File: src/rtl/sysctr_pkg.sv
package sysctr_pkg;
  typedef enum logic [2:0] {
    OP_NOP    = 3'd0,
    OP_GETCNT = 3'd1,
    OP_ADDTGT = 3'd2,
    OP_POLL   = 3'd3,
    OP_JSET   = 3'd4,
    OP_JCLR   = 3'd5
  } op_e;
endpackage

File: src/rtl/sysctr_counter.sv
module sysctr_counter #(
  parameter int CNT_W = 32
) (
  input  logic             clk,
  input  logic             rst_n,
  output logic [CNT_W-1:0] cnt
);
  always_ff @(posedge clk or negedge rst_n) begin
    if (!rst_n) cnt <= '0;
    else        cnt <= cnt + CNT_W'(1);
  end

  p_cnt_step_r2: assert property (@(posedge clk) disable iff (!rst_n)
    1'b1 |=> cnt == CNT_W'($past(cnt) + CNT_W'(1)));
endmodule

File: src/rtl/sysctr_target.sv
module sysctr_target #(
  parameter int CNT_W = 32
) (
  input  logic             clk,
  input  logic             rst_n,
  input  logic             add_en,
  input  logic [CNT_W-1:0] delta,
  input  logic [CNT_W-1:0] cnt,
  output logic             match
);
  logic [CNT_W-1:0] tgt;

  always_ff @(posedge clk or negedge rst_n) begin
    if (!rst_n)      tgt <= '0;
    else if (add_en) tgt <= tgt + delta;
  end

  assign match = (cnt == tgt);

  p_tgt_hold_r3: assert property (@(posedge clk) disable iff (!rst_n)
    !add_en |=> $stable(tgt));
  p_tgt_add_r3: assert property (@(posedge clk) disable iff (!rst_n)
    add_en |=> tgt == CNT_W'($past(tgt) + $past(delta)));
endmodule

File: src/rtl/sysctr_flag.sv
module sysctr_flag (
  input  logic clk,
  input  logic rst_n,
  input  logic set,
  input  logic clr,
  output logic flag
);
  // Set dominates a clear on the same clock; the reader samples the pre-edge value.
  always_ff @(posedge clk or negedge rst_n) begin
    if (!rst_n)   flag <= 1'b0;
    else if (set) flag <= 1'b1;
    else if (clr) flag <= 1'b0;
  end

  p_set_wins_r6: assert property (@(posedge clk) disable iff (!rst_n)
    set |=> flag);
  p_clear_r5: assert property (@(posedge clk) disable iff (!rst_n)
    (clr && !set) |=> !flag);
  p_sticky_r4: assert property (@(posedge clk) disable iff (!rst_n)
    (flag && !clr) |=> flag);
endmodule

File: src/rtl/sysctr_event_unit.sv
module sysctr_event_unit
  import sysctr_pkg::*;
#(
  parameter int CNT_W = 32
) (
  input  logic             clk,
  input  logic             rst_n,
  input  logic             op_go,
  input  logic [2:0]       op_code,
  input  logic [CNT_W-1:0] op_delta,
  output logic [CNT_W-1:0] rd_data,
  output logic             result_carry,
  output logic             jump_taken,
  output logic             done
);
  logic [CNT_W-1:0] cnt;
  logic             match, flag, accept;
  logic             is_get, is_add, is_poll, is_jset, is_jclr, is_test;

  assign accept  = op_go && !done;
  assign is_get  = accept && (op_code == OP_GETCNT);
  assign is_add  = accept && (op_code == OP_ADDTGT);
  assign is_poll = accept && (op_code == OP_POLL);
  assign is_jset = accept && (op_code == OP_JSET);
  assign is_jclr = accept && (op_code == OP_JCLR);
  assign is_test = is_poll || is_jset || is_jclr;

  sysctr_counter #(.CNT_W(CNT_W)) u_cnt (
    .clk(clk), .rst_n(rst_n), .cnt(cnt)
  );

  sysctr_target #(.CNT_W(CNT_W)) u_tgt (
    .clk(clk), .rst_n(rst_n), .add_en(is_add), .delta(op_delta),
    .cnt(cnt), .match(match)
  );

  sysctr_flag u_flag (
    .clk(clk), .rst_n(rst_n), .set(match), .clr(is_test), .flag(flag)
  );

  // Sample and clear both happen on the accepting (first) clock.
  always_ff @(posedge clk or negedge rst_n) begin
    if (!rst_n) begin
      rd_data      <= '0;
      result_carry <= 1'b0;
      jump_taken   <= 1'b0;
      done         <= 1'b0;
    end else begin
      done <= accept;
      if (is_get)  rd_data <= cnt;
      if (is_test) result_carry <= flag;
      if (accept)  jump_taken <= (is_jset && flag) || (is_jclr && !flag);
    end
  end

  p_done_single_r8: assert property (@(posedge clk) disable iff (!rst_n)
    done |=> !done);
  p_busy_hold_r8: assert property (@(posedge clk) disable iff (!rst_n)
    done |=> ($stable(rd_data) && $stable(result_carry) && $stable(jump_taken)));
  p_test_sample_r5: assert property (@(posedge clk) disable iff (!rst_n)
    is_test |=> result_carry == $past(flag));
endmodule

File: config.mk
export PLATFORM = sky130hd
export DESIGN_NAME = sysctr_event_unit
export DESIGN_NICKNAME = d
export VERILOG_FILES = /design/src/rtl/sysctr_pkg.sv /design/src/rtl/sysctr_counter.sv /design/src/rtl/sysctr_target.sv /design/src/rtl/sysctr_flag.sv /design/src/rtl/sysctr_event_unit.sv
export SDC_FILE = /design/constraint.sdc
export NUM_CORES = 1
export LEC_CHECK = 0
export CAP_MARGIN = 20
export CORE_MARGIN = 2
export CORE_UTILIZATION = 60
export DETAILED_ROUTE_END_ITERATION = 10
export PLACE_DENSITY = 0.85
export SETUP_SLACK_MARGIN = 0.1
export SYNTH_ARGS = -nofsm -noshare
export SYNTH_HDL_FRONTEND = slang
export SYNTH_HIERARCHICAL = 1
export SYNTH_SLANG_ARGS = --single-unit
File: constraint.sdc
create_clock -name clk -period 7.6 [get_ports clk]
set_input_delay 1.52 -clock clk [delete_from_list [all_inputs] [get_ports clk]]
set_output_delay 1.52 -clock clk [all_outputs]
set_load 0.03 [all_outputs]
==> metrics.md <==
| Metric | Value |
|---|---|
| Cts hold-fix bufs | `0` |
| Port Buf Inserts | `72` |
| DIE AREA | `0.0113 sq mm` |
| Unrepaired setup endpoints after global routing | `no` |
| Least-Margin Pin Slew | `0.626 ns` |
| Ranking of synthesized cells by area | `dfrtp_1, xor2_1, mux2_4` |
| Outcome | `complete, no violations` |
| Final hold viol count | `0` |
| HP Start | `jump_taken$_DFFE_PN0P_` |
| Io pins | `73` |
| Fin area | `0.00732 sq mm` |
| Clk pin slew, worst setup/hold paths | `0.10 ns` |
| Fmax | `0.242 GHz` |
| Num rows | `37` |
| Max Cap Violations | `0` |
| Global-route wire length before repair | `23.1 mm` |
| Initial antenna violation count | `0` |
| Most common cell after layout, fill and taps aside | `dfrtp_1` |
| DR WL/cell | `17.7 um` |
| Starting DRT DRC Count | `344` |
| GRT overflow | `0` |
| Die X | `106 um` |
| Fin Clk Skew | `0.00872 ns` |
| CTS Root Cell | `clkbuf_8` |
| Die Y | `106 um` |
| Startpoint Class | `input pin` |
| Tcrit/Tclk final | `54.5%` |
| Worst path max stage delay | `0.47 ns` |
| Synth Area per Inst | `10.6 sq um` |
| CP max stage cell | `a2111oi_0` |
| FF-to-FF End | `u_tgt/tgt[30]$_DFFE_PN0P_` |
| CTS tree | `done` |
| Crit-path cells | `clkdlybuf4s50_1 -> ha_1 -> fa_1 -> a21o_1 -> a221o_2 -> a31oi_2 -> o21ai_1 -> a2111oi_0 -> or4_1 -> a31oi_1` |
| Starting density of the core | `61.3%` |
| Uppermost layer routed | `met4` |
| Leak Pwr | `3.43 nW` |
| Post-CTS setup buffer count | `0` |
| Hold path depth | `2` |
| Cts bufs inserted | `9` |
| Vias post-DR | `4,833` |
| Area grow syn2layout | `16.3%` |
| Synth Flop Type | `dfrtp_1` |
| Antenna diode count | `0` |
| Layout cells sized above 1 | `14.8%` |
| Routed wl met2 | `6.90 mm` |
| Commonest non-fill, non-tap cells in the layout | `dfrtp_1, clkdlybuf4s50_1, xor2_1, a21oi_1, nand2_1` |
| Fin. max-slew vios | `0` |
| First-pass DRT Iterations | `4` |
| # setup viols final | `0` |
| Final HPWL from detailed placement | `10.7 mm` |
| GR Util All Layers | `25.9%` |
| DRT Wirelength | `14.2 mm` |
| Post-synthesis sequential area ratio | `39.7%` |
| Worst slew margin | `58.2%` |
| Worst VDD drop | `202 uV` |
| Dpl cell area | `0.00711 sq mm` |
| Cell taking the most area after synthesis | `dfrtp_1` |
| Worst-skew pair later-pin latency | `0.37 ns` |
| Syn Nets | `665` |
| Largest net degree at the start of global routing | `89` |
| Core area | `0.0103 sq mm` |
| Hold WC Path Type | `reg2reg` |
| Pwr dens | `292 mW/mm^2` |
| Post-synth EDFFs | `0` |
| Flops & latches, synth | `100` |
| Vias in the first global route | `4,762` |
| Kind of critical path | `in2reg` |
| Syn Std Cell Area | `0.00630 sq mm` |
| Yosys cell types | `68` |
| Arr. time, crit path | `4.37 ns` |
| R2R cell count | `9` |
| Post_cts resized | `0` |
| FF-to-FF Start | `u_tgt/tgt[0]$_DFFE_PN0P_` |
| TritonCTS Sinks | `100` |
| Post-synth top area share | `39.7%` |
| Placer congestion estimate | `0.970` |
| Post-Route M1 WL | `6.21 mm` |
| Fin nets | `733` |
| Worst Path Required | `7.83 ns` |
| Yosys warns | `6` |
| Setup_tns | `0 ns` |
| Antenna Nets Post-Route | `0` |
| Clk buf depth | `2` |
| R2r setup slk | `4.58 ns` |
| Crit-path max FO | `4` |
| Final min period | `4.14 ns` |
| Setup crit end kind | `register` |
| Overall power consumption | `0.00214 W` |
| Met3 WL | `725 um` |
| H-tree depth | `3` |
| FFs w/ async S/R, synth | `100%` |
| Mapped Cells | `594` |
| Worst min-delay path endpoint | `jump_taken$_DFFE_PN0P_` |
| Remaining DRCs | `0` |
| Via/cell ratio | `6.02` |
-- power by group --
group / leakage [nW] / switching [W] / internal [W] / total, W
Clock: 0.0953 / 0.000208 / 0.000127 / 0.000335
Sequential: 1.30 / 0.000118 / 0.000623 / 0.000741
Combinational: 2.03 / 0.000588 / 0.000472 / 0.00106
Total: 3.43 / 0.000915 / 0.00122 / 0.00214
-- routing by layer --
layer,global-route usage [%],vias up
met5,0,-
met4,9.28,0
met3,3.99,36
met2,43.2,169
met1,34.5,2331
li1,-,2297
-- synthesized netlist by cell type (10+ instances only) --
cell      number
a21oi_1       46
xor2_1        60
ha_1          32
mux2_2        24
nand2_1       44
nand3_1       17
clkbuf_1      10
mux2_4        31
o21ai_0       16
inv_1         13
nand4_1       12
dfrtp_1      100
xnor2_1       27
nor4_1        12
a21o_1        14
nor3_1        13
nor2_1        26
-- critical path: cells and delay by family --
family	cells	cell delay (ns)
and+or+nand+nor	1	0.21
buffers and inverters	1	0.41
adders and majority gates	2	0.68
AOI/OAI and AO/OA	6	1.56
-- metrics by stage --
stage | utilization [%] | setup WS [ns] | hold WS (ns) | std cells
finish | 71.3 | 3.46 | 0.514 | 803
detailed placement | 69.2 | 3.12 | 0.488 | 786
global placement | 69.2 | 3.24 | 0.466 | 786
floorplan | - | 3.82 | 0.477 | 594
global route | 71.3 | 3.31 | 0.532 | 803
CTS | 71.0 | 3.50 | 0.512 | 802
-- registers in the layout (all words and copies together), names as in the netlist --
signal,cells
u_tgt/tgt,32
jump_taken,1
result_carry,1
u_cnt/cnt,32
done,1
u_flag/flag,1
rd_data,32
-- cell families (layout without fill, tap and decap cells) --
kind of cell / after synthesis / in the layout / synth area share, %
buffers and inverters: 33 / 106 / 2.48
AND/OR/NAND/NOR: 166 / 166 / 14.8
XOR/XNOR: 87 / 87 / 12.1
AO/OA/AOI/OAI: 119 / 119 / 12.4
flip-flops: 100 / 100 / 39.7
adder cells (fa/ha/maj): 33 / 33 / 6.68
multiplexers: 56 / 56 / 11.8
-- final cells by class --
class                      count  area, sq um
clock inverter                 7         66.3
multi-input combinational    461         3640
inverter                      15         56.3
fill                         775         2950
tap                          136          170
clock buffer                   9          124
sequential                   100         2500
timing repair buffer          75          761
-- worst max-delay path by stage --
| stage | endpoint | slack, ns | start |
|---|---|---|---|
| after floorplan | u_tgt/tgt[30]$_DFFE_PN0P_ | 3.82 | op_delta[0] |
| after global placement | u_tgt/tgt[30]$_DFFE_PN0P_ | 3.24 | op_delta[0] |
| after detailed placement | u_tgt/tgt[30]$_DFFE_PN0P_ | 3.12 | op_delta[0] |
| after CTS | u_tgt/tgt[30]$_DFFE_PN0P_ | 3.50 | op_delta[0] |
| after global routing | u_tgt/tgt[30]$_DFFE_PN0P_ | 3.31 | op_delta[0] |
| final | u_tgt/tgt[30]$_DFFE_PN0P_ | 3.46 | op_delta[0] |
Power figures use the tool's default switching activity.
